==> src/rtl/cfg_addr_pkg.sv <==
package cfg_addr_pkg;

   typedef enum logic [1:0] {
      RT_REJECT  = 2'd0,
      RT_DIRECT  = 2'd1,
      RT_INDEXED = 2'd2
   } route_e;

   typedef enum logic [2:0] {
      ST_IDLE = 3'd0,
      ST_REJ  = 3'd1,
      ST_DIR  = 3'd2,
      ST_IDX  = 3'd3,
      ST_WIN  = 3'd4
   } state_e;

endpackage

==> src/rtl/cfg_req_classify.sv <==
module cfg_req_classify
   import cfg_addr_pkg::*;
#(
   parameter int BUS_W          = 8,
   parameter int DEV_W          = 5,
   parameter int NUM_SINGLE_BUS = 2
) (
   input  logic [BUS_W-1:0] bus,
   input  logic [DEV_W-1:0] dev,
   output route_e           route
);

   localparam int NSB = NUM_SINGLE_BUS;

   generate
      if (NSB < 1 || NSB > (1 << BUS_W)) begin : g_bad_nsb
         $error("NUM_SINGLE_BUS out of range");
      end
   endgenerate

   logic [NSB-1:0] single_hit;

   // one comparator per bus that holds only device 0
   generate
      for (genvar i = 0; i < NSB; i++) begin : g_single
         assign single_hit[i] = (bus == BUS_W'(i));
      end
   endgenerate

   logic on_root_bus;
   logic dev_zero;

   assign on_root_bus = single_hit[0];
   assign dev_zero    = (dev == '0);

   always_comb begin
      if ((|single_hit) && !dev_zero) begin
         route = RT_REJECT;
      end else if (on_root_bus) begin
         route = RT_DIRECT;
      end else begin
         route = RT_INDEXED;
      end
   end

endmodule

==> src/rtl/cfg_index_enc.sv <==
module cfg_index_enc #(
   parameter int BUS_W      = 8,
   parameter int DEV_W      = 5,
   parameter int FUNC_W     = 3,
   parameter int IDX_W      = 32,
   parameter int BUS_SHIFT  = 20,
   parameter int DEV_SHIFT  = 15,
   parameter int FUNC_SHIFT = 12
) (
   input  logic [BUS_W-1:0]  bus,
   input  logic [DEV_W-1:0]  dev,
   input  logic [FUNC_W-1:0] func,
   output logic [IDX_W-1:0]  idx
);

   localparam int FUNC_TOP = FUNC_SHIFT + FUNC_W;
   localparam int DEV_TOP  = DEV_SHIFT + DEV_W;
   localparam int BUS_TOP  = BUS_SHIFT + BUS_W;

   generate
      if (FUNC_TOP > DEV_SHIFT) begin : g_ovl_fd
         $error("function field overlaps device field");
      end
      if (DEV_TOP > BUS_SHIFT) begin : g_ovl_db
         $error("device field overlaps bus field");
      end
      if (BUS_TOP > IDX_W) begin : g_ovf_bus
         $error("bus field does not fit index word");
      end
   endgenerate

   logic [IDX_W-1:0] bus_part;
   logic [IDX_W-1:0] dev_part;
   logic [IDX_W-1:0] func_part;

   assign bus_part  = IDX_W'(bus)  << BUS_SHIFT;
   assign dev_part  = IDX_W'(dev)  << DEV_SHIFT;
   assign func_part = IDX_W'(func) << FUNC_SHIFT;
   assign idx       = bus_part | dev_part | func_part;

endmodule

==> src/rtl/cfg_seq.sv <==
module cfg_seq
   import cfg_addr_pkg::*;
#(
   parameter int              OFF_W       = 12,
   parameter int              ADDR_W      = 16,
   parameter int              IDX_W       = 32,
   parameter logic [ADDR_W-1:0] WIN_BASE    = 16'h8000,
   parameter logic [ADDR_W-1:0] IDX_REG_OFF = 16'h9000
) (
   input  logic              clk,
   input  logic              rst_n,
   input  logic              req_valid,
   output logic              req_ready,
   input  route_e            route,
   input  logic [OFF_W-1:0]  req_off,
   input  logic [IDX_W-1:0]  idx_next,
   output logic              idx_wr,
   output logic [IDX_W-1:0]  idx_data,
   output logic              acc_valid,
   output logic [ADDR_W-1:0] out_addr,
   output logic              err
);

   localparam int OFF_SPAN = 1 << OFF_W;

   generate
      if (ADDR_W <= OFF_W) begin : g_bad_aw
         $error("address width must exceed offset width");
      end
      if ((int'(WIN_BASE) + OFF_SPAN) > (1 << ADDR_W)) begin : g_bad_win
         $error("data window does not fit address space");
      end
   endgenerate

   state_e           state_q;
   logic [OFF_W-1:0] off_q;
   logic [IDX_W-1:0] idx_q;
   logic             take;

   assign take = req_valid && req_ready;

   always_ff @(posedge clk) begin
      if (!rst_n) begin
         state_q <= ST_IDLE;
         off_q   <= '0;
         idx_q   <= '0;
      end else begin
         case (state_q)
            ST_IDLE: begin
               if (take) begin
                  off_q <= req_off;
                  case (route)
                     RT_DIRECT:  state_q <= ST_DIR;
                     RT_INDEXED: begin
                        state_q <= ST_IDX;
                        idx_q   <= idx_next;
                     end
                     default:    state_q <= ST_REJ;
                  endcase
               end
            end
            ST_IDX:  state_q <= ST_WIN;
            default: state_q <= ST_IDLE;
         endcase
      end
   end

   assign req_ready = (state_q == ST_IDLE);
   assign err       = (state_q == ST_REJ);
   assign idx_wr    = (state_q == ST_IDX);
   assign acc_valid = (state_q == ST_DIR) || (state_q == ST_WIN);
   assign idx_data  = idx_q;

   always_comb begin
      case (state_q)
         ST_DIR:  out_addr = ADDR_W'(off_q);
         ST_IDX:  out_addr = IDX_REG_OFF;
         ST_WIN:  out_addr = WIN_BASE + ADDR_W'(off_q);
         default: out_addr = '0;
      endcase
   end

   a_r2_busy_after_accept: assert property (@(posedge clk) disable iff (!rst_n)
      (req_valid && req_ready) |=> !req_ready);

   a_r3_err_single: assert property (@(posedge clk) disable iff (!rst_n)
      err |=> !err);

   a_r3_outputs_exclusive: assert property (@(posedge clk) disable iff (!rst_n)
      $onehot0({err, idx_wr, acc_valid}));

   a_r7_strobe_then_window: assert property (@(posedge clk) disable iff (!rst_n)
      idx_wr |=> (acc_valid && !idx_wr && !req_ready));

   a_r4_index_hold: assert property (@(posedge clk) disable iff (!rst_n)
      !idx_wr |-> $stable(idx_data));

   a_r5_direct_below_window: assert property (@(posedge clk) disable iff (!rst_n)
      (acc_valid && !$past(idx_wr)) |-> (out_addr < WIN_BASE));

endmodule

==> src/rtl/cfg_addr_gen.sv <==
module cfg_addr_gen
   import cfg_addr_pkg::*;
#(
   parameter int                BUS_W          = 8,
   parameter int                DEV_W          = 5,
   parameter int                FUNC_W         = 3,
   parameter int                OFF_W          = 12,
   parameter int                ADDR_W         = 16,
   parameter int                IDX_W          = 32,
   parameter int                BUS_SHIFT      = 20,
   parameter int                DEV_SHIFT      = 15,
   parameter int                FUNC_SHIFT     = 12,
   parameter int                NUM_SINGLE_BUS = 2,
   parameter logic [ADDR_W-1:0] WIN_BASE       = 16'h8000,
   parameter logic [ADDR_W-1:0] IDX_REG_OFF    = 16'h9000
) (
   input  logic              clk,
   input  logic              rst_n,
   input  logic              req_valid,
   output logic              req_ready,
   input  logic [BUS_W-1:0]  req_bus,
   input  logic [DEV_W-1:0]  req_dev,
   input  logic [FUNC_W-1:0] req_func,
   input  logic [OFF_W-1:0]  req_off,
   output logic              idx_wr,
   output logic [IDX_W-1:0]  idx_data,
   output logic              acc_valid,
   output logic [ADDR_W-1:0] out_addr,
   output logic              err
);

   route_e           route;
   logic [IDX_W-1:0] idx_next;

   cfg_req_classify #(
      .BUS_W          (BUS_W),
      .DEV_W          (DEV_W),
      .NUM_SINGLE_BUS (NUM_SINGLE_BUS)
   ) i_classify (
      .bus   (req_bus),
      .dev   (req_dev),
      .route (route)
   );

   cfg_index_enc #(
      .BUS_W      (BUS_W),
      .DEV_W      (DEV_W),
      .FUNC_W     (FUNC_W),
      .IDX_W      (IDX_W),
      .BUS_SHIFT  (BUS_SHIFT),
      .DEV_SHIFT  (DEV_SHIFT),
      .FUNC_SHIFT (FUNC_SHIFT)
   ) i_index_enc (
      .bus  (req_bus),
      .dev  (req_dev),
      .func (req_func),
      .idx  (idx_next)
   );

   cfg_seq #(
      .OFF_W       (OFF_W),
      .ADDR_W      (ADDR_W),
      .IDX_W       (IDX_W),
      .WIN_BASE    (WIN_BASE),
      .IDX_REG_OFF (IDX_REG_OFF)
   ) i_seq (
      .clk       (clk),
      .rst_n     (rst_n),
      .req_valid (req_valid),
      .req_ready (req_ready),
      .route     (route),
      .req_off   (req_off),
      .idx_next  (idx_next),
      .idx_wr    (idx_wr),
      .idx_data  (idx_data),
      .acc_valid (acc_valid),
      .out_addr  (out_addr),
      .err       (err)
   );

endmodule

==> config.mk <==
export PLATFORM = sky130hd
export DESIGN_NAME = cfg_addr_gen
export DESIGN_NICKNAME = d
export VERILOG_FILES = /design/src/rtl/cfg_addr_pkg.sv /design/src/rtl/cfg_req_classify.sv /design/src/rtl/cfg_index_enc.sv /design/src/rtl/cfg_seq.sv /design/src/rtl/cfg_addr_gen.sv
export SDC_FILE = /design/constraint.sdc
export NUM_CORES = 1
export LEC_CHECK = 0
export BUFFER_PORTS_ARGS = -buffer_cell sky130_fd_sc_hd__buf_2
export CAP_MARGIN = 25
export CORE_MARGIN = 4
export CORE_UTILIZATION = 40
export CTS_CLUSTER_DIAMETER = 50
export CTS_CLUSTER_SIZE = 10
export DETAILED_ROUTE_END_ITERATION = 7
export MAX_ROUTING_LAYER = met4
export PLACE_DENSITY = 0.76
export SLEW_MARGIN = 10
export SYNTH_ARGS = -nofsm -noshare
export SYNTH_HDL_FRONTEND = slang
export SYNTH_HIERARCHICAL = 1
export SYNTH_SLANG_ARGS = --single-unit
==> constraint.sdc <==
create_clock -name clk -period 1.6 [get_ports clk]
set_input_delay 0.08 -clock clk [delete_from_list [all_inputs] [get_ports clk]]
set_output_delay 0.08 -clock clk [all_outputs]
set_load 0.005 [all_outputs]
=== Word-level counts from Yosys, hierarchy flattened ===
Cells that the tools add are included.

* Word-level logic and storage cells: 30
* Bits of input ports: 31
* Register bits: 47

* Bitwise gates (word level): 2
* Reductions and logical operators: 10
* Add/subtract/negate cells: 1
* Mux-type cells: 6
* Equal/unequal tests: 8

{| class="wikitable"
|+ Operators by type and width
! cell !! number
|-
| $pmux 16 s3 || 1
|-
| $or 28x15->28 || 1
|-
| $or 28x20->28 || 1
|-
| $add 16x12->16 const A || 1
|-
| $eq 8x1->1 const B || 1
|-
| $logic_not 8->1 || 1
|-
| $eq 3x2->1 const B || 2
|-
| $pmux 3 s2 || 1
|-
| $logic_not 5->1 || 1
|-
| $mux 2 || 2
|-
| $pmux 2 s2 || 1
|-
| $eq 3x1->1 const B || 1
|-
| $eq 3x3->1 const B || 1
|-
| $logic_not 3->1 || 1
|-
| $mux 3 || 1
|-
| $reduce_and 3->1 || 1
|-
| $eq 2x1->1 const B || 1
|-
| $eq 2x2->1 const B || 1
|-
| $logic_and 1x1->1 || 2
|-
| $ne 2x2->1 const B || 1
|-
| $reduce_and 2->1 || 1
|-
| $reduce_or 2->1 || 1
|-
| $logic_not 1->1 || 1
|-
| $logic_or 1x1->1 || 1
|}

=== Depth between registers and ports, before layout ===
Gate-level depths: netlist of run 1.

* Depth after elaboration: 8
* Mapped depth: 8
* Gate-level depth less buffers: 7

=== By module ===
The synthesis of run 1 kept the hierarchy.

{| class="wikitable"
|+ Modules (own cells, without submodules)
! module !! cells an instance !! times used !! area each (um2)
|-
| cfg_seq || 231 || 1 || 2005.7
|-
| cfg_index_enc || 33 || 1 || 244.0
|-
| cfg_req_classify || 7 || 1 || 46.3
|}

=== Worst setup path before layout of run 1 ===
OpenSTA, ideal clock, no wires.

* Path kind: input -> register
* From: input req_dev[0]
* To: register i_seq.idx_q[0], in the netlist i_seq/idx_data[0]
* Stages: 7
* Required time: 1.480 ns
* Data arrival time: 1.575 ns
* Setup time: 0.120 ns
* Slack: -0.095 ns
* Path through: or4_4 or3b_1 nand3_1 ha_1 nand2_2 buf_6 mux2i_1

* Word-level cells in the longest chain between the ends: 6

{| class="wikitable"
|+ Ends and longest elaborated chain
! what !! RTL line !! RTL
|-
| start, declared || cfg_addr_gen.sv:22 || <nowiki>input logic [DEV_W-1:0] req_dev,</nowiki>
|-
| $logic_not 5->1 || cfg_req_classify.sv:34 || <nowiki>assign dev_zero = (dev == '0);</nowiki>
|-
| $logic_not 1->1 || cfg_req_classify.sv:37 || <nowiki>if ((|single_hit) && !dev_zero) begin</nowiki>
|-
| $logic_and 1x1->1 || cfg_req_classify.sv:37 ||
|-
| $mux 2 || cfg_req_classify.sv:37 ||
|-
| via route[1] || cfg_addr_gen.sv:32 || <nowiki>route_e route;</nowiki>
|-
| $eq 2x2->1 || cfg_seq.sv:52 || <nowiki>case (route)</nowiki>
|-
| $reduce_and 3->1 (no source line) || -- ||
|-
| end signal, assigned || cfg_seq.sv:56 || <nowiki>idx_q <= idx_next;</nowiki>
|-
| end, declared || cfg_seq.sv:37 || <nowiki>logic [IDX_W-1:0] idx_q;</nowiki>
|}

The timed path passes the listed nets, and every way through them passes these cells.
A chain may end at the register's enable or synchronous reset.

=== Final worst setup path of run 1 ===
* From: input req_dev[0]
* To: register i_seq.idx_q[12], in the netlist i_seq/idx_data[12]

The elaborated chain is that of the path after synthesis.

==> results of run 1 <==
==> flip-flops by register name, summed over array words and instances (netlist names) <==
register / flops
i_seq/off_q: 12
i_seq/state_q: 3
i_seq/idx_data: 32
==> power groups by stage <==
stage	clock (mW)	combinational (mW)	sequential, mW
2_1_floorplan	0	0.286	1.32
3_3_place_gp	0	0.391	1.32
3_5_place_dp	0	0.400	1.32
4_1_cts	0.747	0.403	1.30
5_1_grt	0.793	0.465	1.31
6_report	0.703	0.414	1.29
==> layer usage <==
| layer | GRT usage | wire (µm) | vias up |
|---|---|---|---|
| met2 | 0.217 | 2070 | 61 |
| met1 | 0.152 | 2000 | 774 |
| li1 | - | - | 936 |
| met4 | 0.0395 | 53 | 0 |
| met5 | - | 0 | - |
| met3 | 0.0484 | 349 | 6 |
==> cells in the mapped netlist <==
cell type	n	area, µm²
nand2_1	91	342
dfxtp_1	47	941
buf_4	34	255
mux2i_1	32	320
and2_1	13	81.3
a21boi_0	11	82.6
clkbuf_1	9	33.8
nor2_1	6	22.5
buf_2	4	20.0
buf_6	3	33.8
conb_1	2	7.51
ha_1	2	25.0
inv_1	2	7.51
nor3_1	2	10.0
nor4_1	2	12.5
a21boi_1	1	7.51
a21o_1	1	7.51
clkbuf_2	1	5.00
nand2_2	1	6.26
nand3_1	1	5.00
nor3b_1	1	7.51
nor4b_4	1	23.8
or3b_1	1	8.76
or4_4	1	11.3
or4b_1	1	10.0
xnor2_1	1	8.76
==> worst paths after layout <==
path | end | cells after the start | from | slack (ps)
max reg2reg | i_seq/off_q[11] | 4 | i_seq/state_q[0] | 230
max | i_seq/idx_data[12] | 8 | req_dev[0] | 20
min reg2reg | i_seq/idx_data[27] | 2 | i_seq/idx_data[27] | 460
min | i_seq/idx_data[13] | 3 | req_func[1] | 20
==> area by class of cell <==
cell class | instances | area (µm²) | share of cell area
tap | 72 | 90.1 | 0.0321
inverter | 2 | 7.51 | 0.00268
timing repair buffer | 95 | 568 | 0.203
multi-input combinational | 187 | 1110 | 0.395
sequential | 47 | 942 | 0.336
clock inverter | 1 | 5.00 | 0.00178
clock buffer | 6 | 82.6 | 0.0295
==> per-stage QoR <==
step / TNS (ps) / hold WS (ps) / util
after floorplan: -2840 / 215 / -
after global placement: -8040 / 325 / 0.478
after detailed placement: -8930 / 333 / 0.478
after CTS: 0 / 8.00 / 0.495
after global routing: -19.1 / 3.05 / 0.506
final: 0 / 23.8 / 0.506
==> tightest hold or removal path, cell delays in order <==
cell     delay (ps)
buf_2           100
nand2_1          40
mux2i_1          50
==> repair_timing <==
item                       in CTS  in global routing
gates resized for setup         2                  7
buffers inserted                0                  0
gates cloned                    0                  1
pin swaps                       0                  1
setup endpoints to repair      13                 45
==> cell families after synthesis <==
logic type | Yosys count
simple gates | 121
buf+inv | 53
flops | 47
mux | 32
compound gates | 13
fa+ha+maj | 2
other cells | 2
xor+xnor | 1
==> results.ini, run 1 <==
[clock_network]
numCtsBuffers=5
clk_pin_slew_ps=80
insertion_delay_ps=290
h-tree-depth=2
cts_root_buf=clkbuf_8
cts_buffer_depth=2
tritoncts=built
clock_sinks=47
hold_buffers=0

[setup_path]
crit_required_ps=1780
slowest_delay_ps=540
critical_path_buf_inv_count=2
crit_chain=buf_2 -> or4_4 -> or3b_4 -> nand3_2 -> ha_4 -> nand2_4 -> clkbuf_16 -> mux2i_1
crit_fanout=8
worstPathArrival_ps=1770
start_kind=primary input
critPathKind=primary input to flop
cpLargestDelayFamily=simple AND/OR/NAND/NOR gates
crit_slowest_cell=or4_4
endpoint_kind=flop

[timing]
finalWorstSetupSlack_ps=17.3
period_share=0.989
drv_slew=0
max_freq_mhz=632
finalCriticalPeriod_ps=1580
finClkSkew_ps=3.63
hold_viol_final=0
setup_viol=0

[drt]
firstDrtPassIters=7
vias=1777
viasPerCell=4.33
wirelength_um=4470
drtIter0Drc=38
drc=0
wire_per_inst_um=10.9
ant_nets=0

[pwr]
p_per_area_nw_per_um2=860
power.switching_mw=0.607
intPower_mw=1.80
p_sw_frac=0.252
clockPowerShare=0.292
pwr-share-seq=0.537
pwr-share-comb=0.172
total_power_mw=2.41
leakage_nw=1.49
vdd_drop_max_v=0.000444

[place]
place_area_um2=2650
port_buffers=80
dp.cells=402
pre_cts_ws_ps=-298
dp_hpwl_um=3160
place.gp.congestion=0.756

[floorplan]
fp-row-count=27
io_pins=83
core_area_um2=5540
dieArea_um2=7020
die_w_um=83.8
start_util=0.414
die_h_um=83.8

[cells_and_area]
layout_commonest_cell=nand2_1
diodes=0
mostFrequentLayoutCells=nand2_1, buf_2, dfxtp_1
fin_nets=371
area_growth_pct=22.1
nFillCells=541
drive_gt1_frac=0.334
final_cells=410
fin_area_um2=2800

[global_routing]
grt_usage=0.133
antenna_found_initial=0
grt_pass1_vias=1702
grt_remaining_overflow=0
grt_pass1_wl_um=7530
grt_max_degree=79

[run_status]
status=finished, final reports clean

[logic_synthesis]
syn_area_per_cell_um2=8.47
synthAdderAreaFrac=0.0109
ys_seq_elements=47
synthesis.area_um2=2300
yosysUniqueCellTypes=26
synth_top_family_by_area=simple AND/OR/NAND/NOR gates
yosys.area_share.xor_xnor=0.00381
syn_inst=271
synth_simple_gate_area_frac=0.235
synthMuxAreaShare=0.140
ys_warn_count=6
synth-seq-area-share=0.410
synth_compound_area_frac=0.0425

[hold_path]
hold_class=primary input to flop

[run]
cap_violations=0

Power figures use the tool's default switching activity.
==> inputs of run 2 (changes only) <==
Settings changed: PLACE_DENSITY 0.76 to 0.74.
Clock period 1.6 ns to 1.5 ns, I/O delays scaled along.
==> results.ini, run 2 (synthesis gave the netlist of run 1 again) <==
[place]
dp_hpwl_um=3110  ; -1.7%
port_buffers=80  ; unchanged
place_area_um2=2660  ; +0.57%
place.gp.congestion=0.806  ; +6.7%
dp.cells=404  ; +0.50%

[clock_network]
cts_root_buf=clkbuf_8
hold_buffers=0  ; unchanged
tritoncts=built
numCtsBuffers=5  ; unchanged
h-tree-depth=2  ; unchanged
clock_sinks=47  ; unchanged
cts_buffer_depth=2  ; unchanged
clk_pin_slew_ps=80  ; about the same
insertion_delay_ps=290  ; about the same

[setup_path]
crit_fanout=7  ; -1
crit_required_ps=1680  ; -100 ps
worstPathArrival_ps=1710  ; -60 ps
worst_r2r_path_depth=6  ; +2
endpoint_kind=flop
critPathKind=primary input to flop
start_kind=primary input

[timing]
max_freq_mhz=653
finalCriticalPeriod_ps=1530
period_share=1.02
finalWorstSetupSlack_ps=-31.1  ; -48.4 ps
grt_setup_unrepaired=true
hold_viol_final=0  ; unchanged
drv_slew=0  ; unchanged
finClkSkew_ps=3.86  ; +0.230 ps
setup_viol=32  ; +32
hold_ws_ps=14.0  ; -9.75 ps

[floorplan]
core_area_um2=5540  ; unchanged
fp-row-count=27  ; unchanged
die_w_um=83.8  ; unchanged
die_h_um=83.8  ; unchanged
start_util=0.414  ; unchanged
io_pins=83  ; unchanged
dieArea_um2=7020  ; unchanged

[drt]
wirelength_um=4730  ; +5.9%
viasPerCell=4.35  ; +0.46%
ant_nets=0  ; unchanged
vias=1833  ; +3.2%
drc=0  ; unchanged
wire_per_inst_um=11.2  ; +3.2%
drtIter0Drc=83  ; +120%
firstDrtPassIters=4  ; -3

[global_routing]
grt_max_degree=79  ; unchanged
grt_usage=0.137  ; +0.00445
grt_remaining_overflow=0  ; unchanged
grt_pass1_vias=1679  ; -1.4%
grt_pass1_wl_um=7780  ; +3.2%
antenna_found_initial=0  ; unchanged

[cells_and_area]
area_growth_pct=30.1
fin_nets=381  ; +2.7%
diodes=0  ; unchanged
drive_gt1_frac=0.370  ; +0.0353
mostFrequentLayoutCells=nand2_1, buf_2, dfxtp_1
final_core_util=0.539  ; +0.0330
final_cells=421  ; +2.7%
layout_commonest_cell=nand2_1
fin_area_um2=2990  ; +6.5%
largest_reg_flops=32  ; unchanged

[hold_path]
holdPathStages=3  ; unchanged
hold_class=primary input to flop

[pwr]
vdd_drop_max_v=0.000458  ; +3.1%
leakage_nw=1.57  ; +5.5%
p_per_area_nw_per_um2=906  ; +5.3%

[run]
cap_violations=0  ; unchanged

[run_status]
violations=setup timing
status=complete, but fails checks

[run 2: worst paths after layout]
kind                                       start            endpoint  slack [ps]
worst max-delay path                  req_dev[4]  i_seq/idx_data[30]         -30
worst min-delay path                 req_func[0]  i_seq/idx_data[12]          10
worst max register to register  i_seq/state_q[1]  i_seq/idx_data[30]         110
worst min register to register   i_seq/off_q[10]     i_seq/off_q[10]         450
[run 2: what timing repair did]
action                     CTS  global route
setup endpoints to repair   45            59
pin swaps                    5             8
gates resized for setup     13            12
cloned                       3             0
buffers inserted             2             4
[run 2: critical path, cell delays in order]
cell and delay [ps]:
buf_6 90, or4_4 550, or3b_4 400, nand3_4 80
ha_4 160, nand2_8 80, buf_12 150, mux2i_1 110
[run 2: final cells by class]
type / count / area, µm²
Clock buffer: 8 / 100
Multi-Input combinational cell: 188 / 1170
Sequential cell: 47 / 945
Inverter: 2 / 7.51
Fill cell: 522 / 2550
Timing Repair Buffer: 104 / 674
Tap cell: 72 / 90.1
[run 2: per-layer routing]
metal  vias up  global-route usage  part of all wire
li1        967                   -                 -
met1       797               0.173              0.45
met2        67               0.213              0.46
met3         2              0.0405             0.077
met4         0              0.0380            0.0057
met5         -                   -                 0
[run 2: through the flow]
| step | power [mW] | setup slack (ps) | setup TNS [ps] |
|---|---|---|---|
| after CTS | 2.73 | -48.2 | -1200 |
| final | 2.70 | -31.1 | -698 |
| after global routing | 2.85 | -85.6 | -1790 |
| after detailed placement | 1.84 | -376 | -11920 |
| after floorplan | 1.71 | -190 | -5760 |
| after global placement | 1.83 | -372 | -11810 |
[run 2: power by group]
part           switching (mW)  total, mW  internal [mW]
Combinational           0.233      0.500          0.267
Sequential             0.0470       1.38           1.34
Clock                   0.401      0.822          0.421
